**src/rtl/fp_status_acc.sv**
```systemverilog
module fp_status_acc (
  input  logic        clk,
  input  logic        rst_n,
  input  logic        load_en,
  input  logic [31:0] load_word,
  input  logic        op_done,
  input  logic [4:0]  raw_flags,
  output logic [1:0]  round_mode,
  output logic        flush_zero,
  output logic        trap,
  output logic [31:0] status_word
);

  logic [31:0] sw_q;
  logic        trap_q;
  logic [4:0]  mapped;
  logic        merge;

  assign mapped = {raw_flags[0], raw_flags[1], raw_flags[2], raw_flags[3], raw_flags[4]};
  assign merge  = op_done && (|raw_flags);

  always_ff @(posedge clk or negedge rst_n) begin
    if (!rst_n) begin
      sw_q   <= '0;
      trap_q <= 1'b0;
    end else if (load_en) begin
      sw_q   <= load_word;
      trap_q <= 1'b0;
    end else if (merge) begin
      sw_q[31:27] <= sw_q[31:27] | mapped;
      trap_q      <= |(mapped & sw_q[4:0]);
    end else begin
      trap_q <= 1'b0;
    end
  end

  assign status_word = sw_q;
  assign trap        = trap_q;
  assign round_mode  = sw_q[10:9];
  assign flush_zero  = sw_q[5];

endmodule


```
**config.mk**
```make
export PLATFORM = sky130hd
export DESIGN_NAME = fp_status_acc
export DESIGN_NICKNAME = d
export VERILOG_FILES = /design/src/rtl/fp_status_acc.sv
export SDC_FILE = /design/constraint.sdc
export NUM_CORES = 1
export LEC_CHECK = 0
export BUFFER_PORTS_ARGS = -buffer_cell sky130_fd_sc_hd__buf_2
export CORE_AREA = 8 8 63 65
export CTS_CLUSTER_DIAMETER = 200
export DETAILED_ROUTE_END_ITERATION = 7
export DIE_AREA = 0 0 71 73
export GPL_TIMING_DRIVEN = 0
export PLACE_DENSITY = 0.77
export SKIP_CTS_REPAIR_TIMING = 1
export SLEW_MARGIN = 20
export SYNTH_ARGS = -nofsm -noshare
export SYNTH_HDL_FRONTEND = slang
export SYNTH_SLANG_ARGS = --single-unit
```
**constraint.sdc**
```tcl
create_clock -name clk -period 1.6 [get_ports clk]
set_clock_uncertainty 0.05 [all_clocks]
set_input_delay 0 -clock clk [delete_from_list [all_inputs] [get_ports clk]]
set_output_delay 0 -clock clk [all_outputs]
set_load 0.02 [all_outputs]
```
### Yosys cells after proc, flatten, opt, wreduce, memory -nomap -nowiden

Index checks and enable logic that the tools add are counted.

| storage, ports and cells | value |
|---|---|
| bits in writable memories | 0 |
| word-level logic and storage cells | 13 |
| memory bits (read-only) | 0 |
| memories kept | 0 |
| input bits | 41 |
| output and inout bits | 36 |
| latch bits | 0 |
| register bits after elaboration | 33 |

| operators by class | value |
|---|---|
| add/sub/neg operators | 0 |
| shift-type cells | 0 |
| divide/modulo/power cells | 0 |
| multiplexer cells | 4 |
| reduce and logical (&&, ||, !) cells | 4 |
| bitwise operators | 2 |
| magnitude comparators | 0 |
| multiply operators | 0 |
| equality and inequality tests | 0 |

Operators with widths:

| kind | number |
|---|---|
| 5-bit two-way mux | 2 |
| 5-bit OR reduction | 2 |
| 5-bit AND | 1 |
| 5-bit OR | 1 |
| 1-bit two-way mux | 2 |
| 2-bit nonzero test | 1 |
| 1-bit logical AND | 1 |

### Longest topological paths before layout

Gate-level depths: netlist of the first run.

| depth | value |
|---|---|
| depth in word-level cells | 4 |
| mapped depth | 4 |
| mapped depth without buffers | 3 |

### Worst setup path before layout of the first run

No wires, ideal clock.

| timing | value |
|---|---|
| path type | reg2reg |
| start | register sw_q[0], in the netlist status_word[0] |
| end | register trap_q, in the netlist trap |
| cell stages (with the launch flop) | 3 |
| clock period less this slack | 1.053 ns |
| required time | 1.416 ns |
| library setup time | 0.134 ns |
| path slack | 0.547 ns |
| arrival time | 0.868 ns |
| path buffers | 0 |
| cell sequence | dfrtp_1 a222oi_1 a21oi_1 |

| on the way | value |
|---|---|
| word-level cells in the longest chain between the ends | 4 |

RTL lines:

| item | RTL line | source |
|---|---|---|
| start: declaration | 14 | `logic [31:0] sw_q;` |
| start signal: assignment | 27 | `sw_q <= load_word;` |
| 5-bit AND | 31 | `trap_q <= \|(mapped & sw_q[4:0]);` |
| 5-bit OR reduction | 31 |  |
| 1-bit two-way mux | 29 | `end else if (merge) begin` |
| 1-bit two-way mux | 26 | `end else if (load_en) begin` |
| end signal: assignment | 31 |  |
| end: declaration | 15 | `logic trap_q;` |

No other way between the ends.
A chain may end at the register's enable or synchronous reset.

==> flow_summary.yaml, run 1 <==
run_status:
  status: "finished with violations"
  violations: "negative hold slack"
yosys:
  synthTopCellsByArea: "dfrtp_1 (64%), mux2_2 (24%), buf_4 (2.9%)"
  synthSimpleGateAreaFrac_pct: 2.53
  yosysTopAreaCellShare_pct: 64.1
  muxShareOfSynthArea_pct: 23.6
  syn_inst: 88
  synth_xor_area_share_pct: 0
  yosys_warnings: 0
  synth_fa_ha_area_share_pct: 0
  ys_ff_latch: 33
  synthesis.area_mm2: 0.00129
  ys_seq_area_share_pct: 64.1
  synth_compound_area_share_pct: 6.03
  synth_top_family_by_area: "multiplexers"
  synth_nets: 129
  synth_area_per_cell_um2: 14.6
  synth_cell_types: 12
  synth_top_area_cell: "dfrtp_1"
setup_path:
  path_max_fanout: 2
  critPathLaunch: "status_word[18]$_DFFE_PN0P_"
  critical_path_arrival_ns: 1.56
  cp-end-kind: "flop"
  r2r_slack_ns: 0.20
  worstReg2RegEnd: "status_word[18]$_DFFE_PN0P_"
  r2r_cells: 2
  timing.rr.start: "status_word[18]$_DFFE_PN0P_"
  endpoint: "status_word[18]$_DFFE_PN0P_"
  worst-endpoint-required_ns: 1.76
  cp-start-kind: "flop"
  path_class: "reg2reg"
sta:
  whs_ns: -0.0435
  slew_headroom_pct: 52.7
  fin_setup_tns_ns: 0
  final-setup-viol-count: 0
  finalCritPeriodShare_pct: 87.3
  fmax_mhz: 716
  rsz0062_at_grt: "false"
  final_max_slew_viol_count: 0
  fin_crit_ns: 1.40
  finalHoldViolations: 2
  tightest_slew_ns: 0.709
placed_design:
  dp_hpwl_mm: 2.54
  place.gp.congestion: 0.763
  port_buffers: 75
floorplan:
  io_pins: 77
  die_h_um: 73
  core_mm2: 0.00295
  fp.dieW_um: 71
  rows: 20
  start_util_pct: 43.6
  die_area_mm2: 0.00518
grt:
  grt_use_total_pct: 12.6
  grt_overflow_total: 0
  grt_pass1_wl_mm: 5.14
  antenna_found_initial: 0
  grt_max_degree: 34
  grt_pass1_vias: 1148
clock_network:
  htree_num_levels: 2
  cts_buffers: 5
  cts_root_buf: "clkbuf_4"
  cts_max_path_buffers: 2
  clkSinkCount: 33
  clk_latency_ns: 0.32
  clk_pin_slew_worst_paths_ns: 0.10
  cts_tree: "done"
drt:
  antenna_left: 0
  vias: 1185
  via_per_inst: 4.76
  first_pass_iters: 4
  wl_met2_mm: 2.06
  met3WireLength_um: 377
  drc: 0
  drt-met1-wl_mm: 1.51
  drt-initial-drc-count: 36
  highest_layer: "met4"
  wl_per_cell_um: 16.1
  wirelength_mm: 4.00
layout:
  area_growth_syn_to_layout_pct: 71.1
  diodes: 0
  final_layout_size_suffix_gt1_share_pct: 52.8
  final_util_pct: 74.6
  nets: 256
min_path:
  min_path_type: "in2reg"
pwr:
  cellLeakagePower_nw: 1.07
  p_per_area_mw_per_mm2: 869
  ir_worst_vdd_uv: 589
flow_run:
  drv_cap: 0
==> state kept, by name (all words and copies together), names as in the netlist <==
name,flops
trap,1
status_word,32
==> cell usage after synthesis <==
| cell | n |
|---|---|
| a21oi_1 | 6 |
| a222oi_1 | 1 |
| a22oi_1 | 1 |
| buf_2 | 2 |
| buf_4 | 5 |
| dfrtp_1 | 33 |
| mux2_2 | 27 |
| nand2_1 | 5 |
| nor2b_1 | 1 |
| o21ai_0 | 5 |
| o21ai_1 | 1 |
| or4_1 | 1 |
==> per-layer routing <==
metal	GRT usage, %	up-vias
li1	-	565
met4	6.93	0
met1	11.6	555
met2	21.6	58
met3	7.28	7
met5	0	-
==> power by group <==
| group | total, mW | switching, mW | internal, mW |
|---|---|---|---|
| logic | 0.523 | 0.256 | 0.267 |
| clock network | 0.431 | 0.255 | 0.175 |
| registers | 0.962 | 0.0468 | 0.915 |
==> cells by family (layout without fill, tap and decap cells) <==
group / after synthesis / after routing
DFF: 33 / 33
and+or+nand+nor: 7 / 7
AOI/OAI and AO/OA: 14 / 14
muxes: 27 / 27
buffers and inverters: 7 / 135
==> cells in the final DEF, fill, tap and decap left out <==
master         netlist  routed
a222oi_1             1       1
clkbuf_1             0       3
o21ai_1              1       1
a22oi_1              1       1
mux2_2              27      27
nor2b_1              1       1
buf_4                5       5
a21oi_1              6       6
nand2_1              5       5
dlygate4sd3_1        0      45
or4_1                1       1
o21ai_0              5       5
dfrtp_1             33      33
clkbuf_4             0       5
buf_2                2      77
==> critical path, stage by stage (launching register included) <==
cell	delay, ns
dfrtp_1	0.41
mux2_2	0.27
dlygate4sd3_1	0.56
==> through the flow <==
step | worst slack, ns | instances | instance area, um^2 | power, mW
after floorplan | 0.547 | 88 | 1290 | 1.21
after global placement | 0.582 | 196 | 1700 | 1.38
after detailed placement | 0.541 | 196 | 1700 | 1.39
after CTS | 0.528 | 204 | 1750 | 1.82
after global routing | 0.176 | 249 | 2200 | 2.01
final | 0.204 | 249 | 2200 | 1.92
==> how the worst min path moves through the flow <==
stage / startpoint / to / slack, ns / cells past startpoint
floorplan: rst_n / status_word[0]$_DFFE_PN0P_ / -0.35 / 0
global placement: rst_n / status_word[25]$_DFFE_PN0P_ / 0.03 / 1
detailed placement: rst_n / status_word[25]$_DFFE_PN0P_ / 0.04 / 1
CTS: rst_n / status_word[20]$_DFFE_PN0P_ / -0.32 / 1
global route: raw_flags[2] / trap$_DFF_PN0_ / 0.003 / 3
finish: raw_flags[2] / trap$_DFF_PN0_ / -0.04 / 3
==> area by class of cell <==
| type | count | area, um^2 |
|---|---|---|
| multi-input combinational | 48 | 414 |
| fill | 208 | 749 |
| sequential | 33 | 826 |
| clock buffer | 8 | 48.8 |
| timing repair buffer | 120 | 826 |
| tap | 33 | 41.3 |
| buffer | 7 | 47.5 |
Note: power is estimated with default switching activity, not from simulation.
==> run 2, diff against run 1 <==
--- a/config.mk
+++ b/config.mk
@@ -6,12 +6,12 @@
 export NUM_CORES = 1
 export LEC_CHECK = 0
 export BUFFER_PORTS_ARGS = -buffer_cell sky130_fd_sc_hd__buf_2
-export CORE_AREA = 8 8 63 65
+export CORE_AREA = 8 8 65 67
 export CTS_CLUSTER_DIAMETER = 200
 export DETAILED_ROUTE_END_ITERATION = 7
-export DIE_AREA = 0 0 71 73
+export DIE_AREA = 0 0 73 75
 export GPL_TIMING_DRIVEN = 0
-export PLACE_DENSITY = 0.77
+export PLACE_DENSITY = 0.72
 export SKIP_CTS_REPAIR_TIMING = 1
 export SLEW_MARGIN = 20
 export SYNTH_ARGS = -nofsm -noshare
==> constraint.sdc (replaced) <==
create_clock -name clk -period 1.3 [get_ports clk]
set_clock_uncertainty 0.05 [all_clocks]
set_input_delay 0 -clock clk [delete_from_list [all_inputs] [get_ports clk]]
set_output_delay 0 -clock clk [all_outputs]
set_load 0.02 [all_outputs]
==> run 2 against run 1 <==
Count of clock-buffer cells in the layout is 1 lower. Non-clock buffer count is 4 lower. Hold slack better by 0.0098 ns. Sequential power is 23% higher. The flow still finishes with violations (negative hold slack). Sequential cell count stayed put.
==> flow_summary.yaml, run 2 (synthesized netlist as in run 1, its figures left out) <==
clock_network:
  htree_num_levels: 2
  clk_pin_slew_worst_paths_ns: 0.10
  cts_root_buf: "clkbuf_4"
  clk_latency_ns: 0.33
  clkSinkCount: 33
  cts_tree: "done"
  cts_max_path_buffers: 2
  cts_buffers: 5
sta:
  final-setup-viol-count: 0
  whs_ns: -0.0337
  final_max_slew_viol_count: 0
  finalHoldViolations: 3
  rsz0062_at_grt: "false"
  finalCritPeriodShare_pct: 94.2
  fin_crit_ns: 1.22
  slew_headroom_pct: 52.2
  fin_setup_tns_ns: 0
  fmax_mhz: 816
  tightest_slew_ns: 0.718
grt:
  grt_max_degree: 34
  grt_pass1_wl_mm: 5.19
  grt_pass1_vias: 1170
  grt_use_total_pct: 12.5
  grt_overflow_total: 0
  antenna_found_initial: 0
layout:
  mostFrequentLayoutCell: "buf_2"
  nets: 252
  largest_register_ffs: 32
  diodes: 0
  layout_common_cells: "buf_2 (77), dlygate4sd3_1 (41), dfrtp_1 (33)"
  final_layout_size_suffix_gt1_share_pct: 55.2
  area_growth_syn_to_layout_pct: 70.9
setup_path:
  max_stage_delay_ns: 0.56
  cpLargestDelayFamily: "buffers and inverters"
  cp_slowest_cell: "dlygate4sd3_1"
  r2r_slack_ns: 0.25
  path_max_fanout: 3
  cp-end-kind: "flop"
  path_class: "in2reg"
  critical_path_arrival_ns: 1.39
  worst-endpoint-required_ns: 1.46
  path_cells: "dlygate4sd3_1, buf_2, o21ai_1, dlygate4sd3_1, a21oi_1"
  cp-start-kind: "input port"
  cp_common_cell: "dlygate4sd3_1"
  worst-path-buf-inv: 3
run_status:
  violations: "negative hold slack"
  status: "finished with violations"
placed_design:
  dp_hpwl_mm: 2.58
  port_buffers: 75
  place.gp.congestion: 0.714
floorplan:
  fp.dieW_um: 73
  rows: 21
  start_util_pct: 39.8
  die_area_mm2: 0.00548
  core_mm2: 0.00323
  io_pins: 77
  die_h_um: 75
drt:
  drt-initial-drc-count: 24
  drc: 0
  vias: 1175
  antenna_left: 0
  first_pass_iters: 4
  wirelength_mm: 3.98
  via_per_inst: 4.55
  wl_per_cell_um: 15.4
pwr:
  ir_worst_vdd_uv: 632
  swShare_pct: 28.6
  seqPwrFrac_pct: 48.5
  p_int_mw: 1.74
  clockPowerShare_pct: 26.5
  cellLeakagePower_nw: 1.07
  p_per_area_mw_per_mm2: 1110
  p_comb_share_pct: 24.9
  power_mw: 2.44
  power_switching_mw: 0.698
min_path:
  min_path_type: "in2reg"
flow_run:
  drv_cap: 0
## run 2: cell count changes in the layout (fill, tap and decap cells not counted)
cell	previous run	this run
clkbuf_8	0	2
clkinv_2	0	1
dlygate4sd3_1	45	41
clkbuf_1	3	0
## run 2: through the flow
step / instance area (um^2) / util [%] / setup slack, ns / hold WS (ns) / std cells
5_1_grt: 2200 / 68.1 / 0.0663 / 0.00408 / 258
4_1_cts: 1790 / 55.4 / 0.213 / -0.325 / 217
3_3_place_gp: 1720 / 53.2 / 0.259 / 0.0274 / 209
3_5_place_dp: 1720 / 53.2 / 0.250 / 0.0495 / 209
6_report: 2200 / 68.1 / 0.0751 / -0.0337 / 258
2_1_floorplan: 1290 / - / 0.247 / -0.346 / 88
## run 2: worst paths after layout
check / depth (start not counted) / to / startpoint
max: 5 / trap$_DFF_PN0_ / raw_flags[1]
min: 3 / status_word[27]$_DFFE_PN0P_ / raw_flags[4]
max reg2reg: 2 / trap$_DFF_PN0_ / status_word[0]$_DFFE_PN0P_
min reg2reg: 1 / status_word[11]$_DFFE_PN0P_ / status_word[11]$_DFFE_PN0P_
max in group asynchronous: 2 / status_word[9]$_DFFE_PN0P_ / rst_n
min in group asynchronous: 2 / status_word[7]$_DFFE_PN0P_ / rst_n
## run 2: per-layer routing
layer | track usage, % | vias up | wire length, um
met3 | 8.66 | 6 | 416
met2 | 20.3 | 58 | 2050
met5 | 0 | - | 0
met4 | 5.33 | 0 | 42
li1 | - | 553 | -
met1 | 12.1 | 558 | 1470
## run 2: area by class of cell
cell class | count | area, um^2
multi-input combinational | 48 | 414
clock buffer | 7 | 65.1
sequential | 33 | 826
tap | 46 | 57.6
timing repair buffer | 116 | 786
fill | 244 | 1030
clock inverter | 1 | 5.00
buffer | 7 | 47.5
## run 2: tightest hold or removal path, delay by kind of cell
kind / cells / cell delay [ns]
buffers and inverters: 1 / 0.10
AOI/OAI and AO/OA: 2 / 0.21
## run 2: power groups by stage
stage / Combinational, mW / Clock (mW) / Sequential, mW
after global placement: 0.503 / 0 / 1.19
after floorplan: 0.156 / 0 / 1.33
after CTS: 0.514 / 0.675 / 1.18
after global routing: 0.660 / 0.717 / 1.20
final: 0.608 / 0.648 / 1.18
after detailed placement: 0.513 / 0 / 1.20
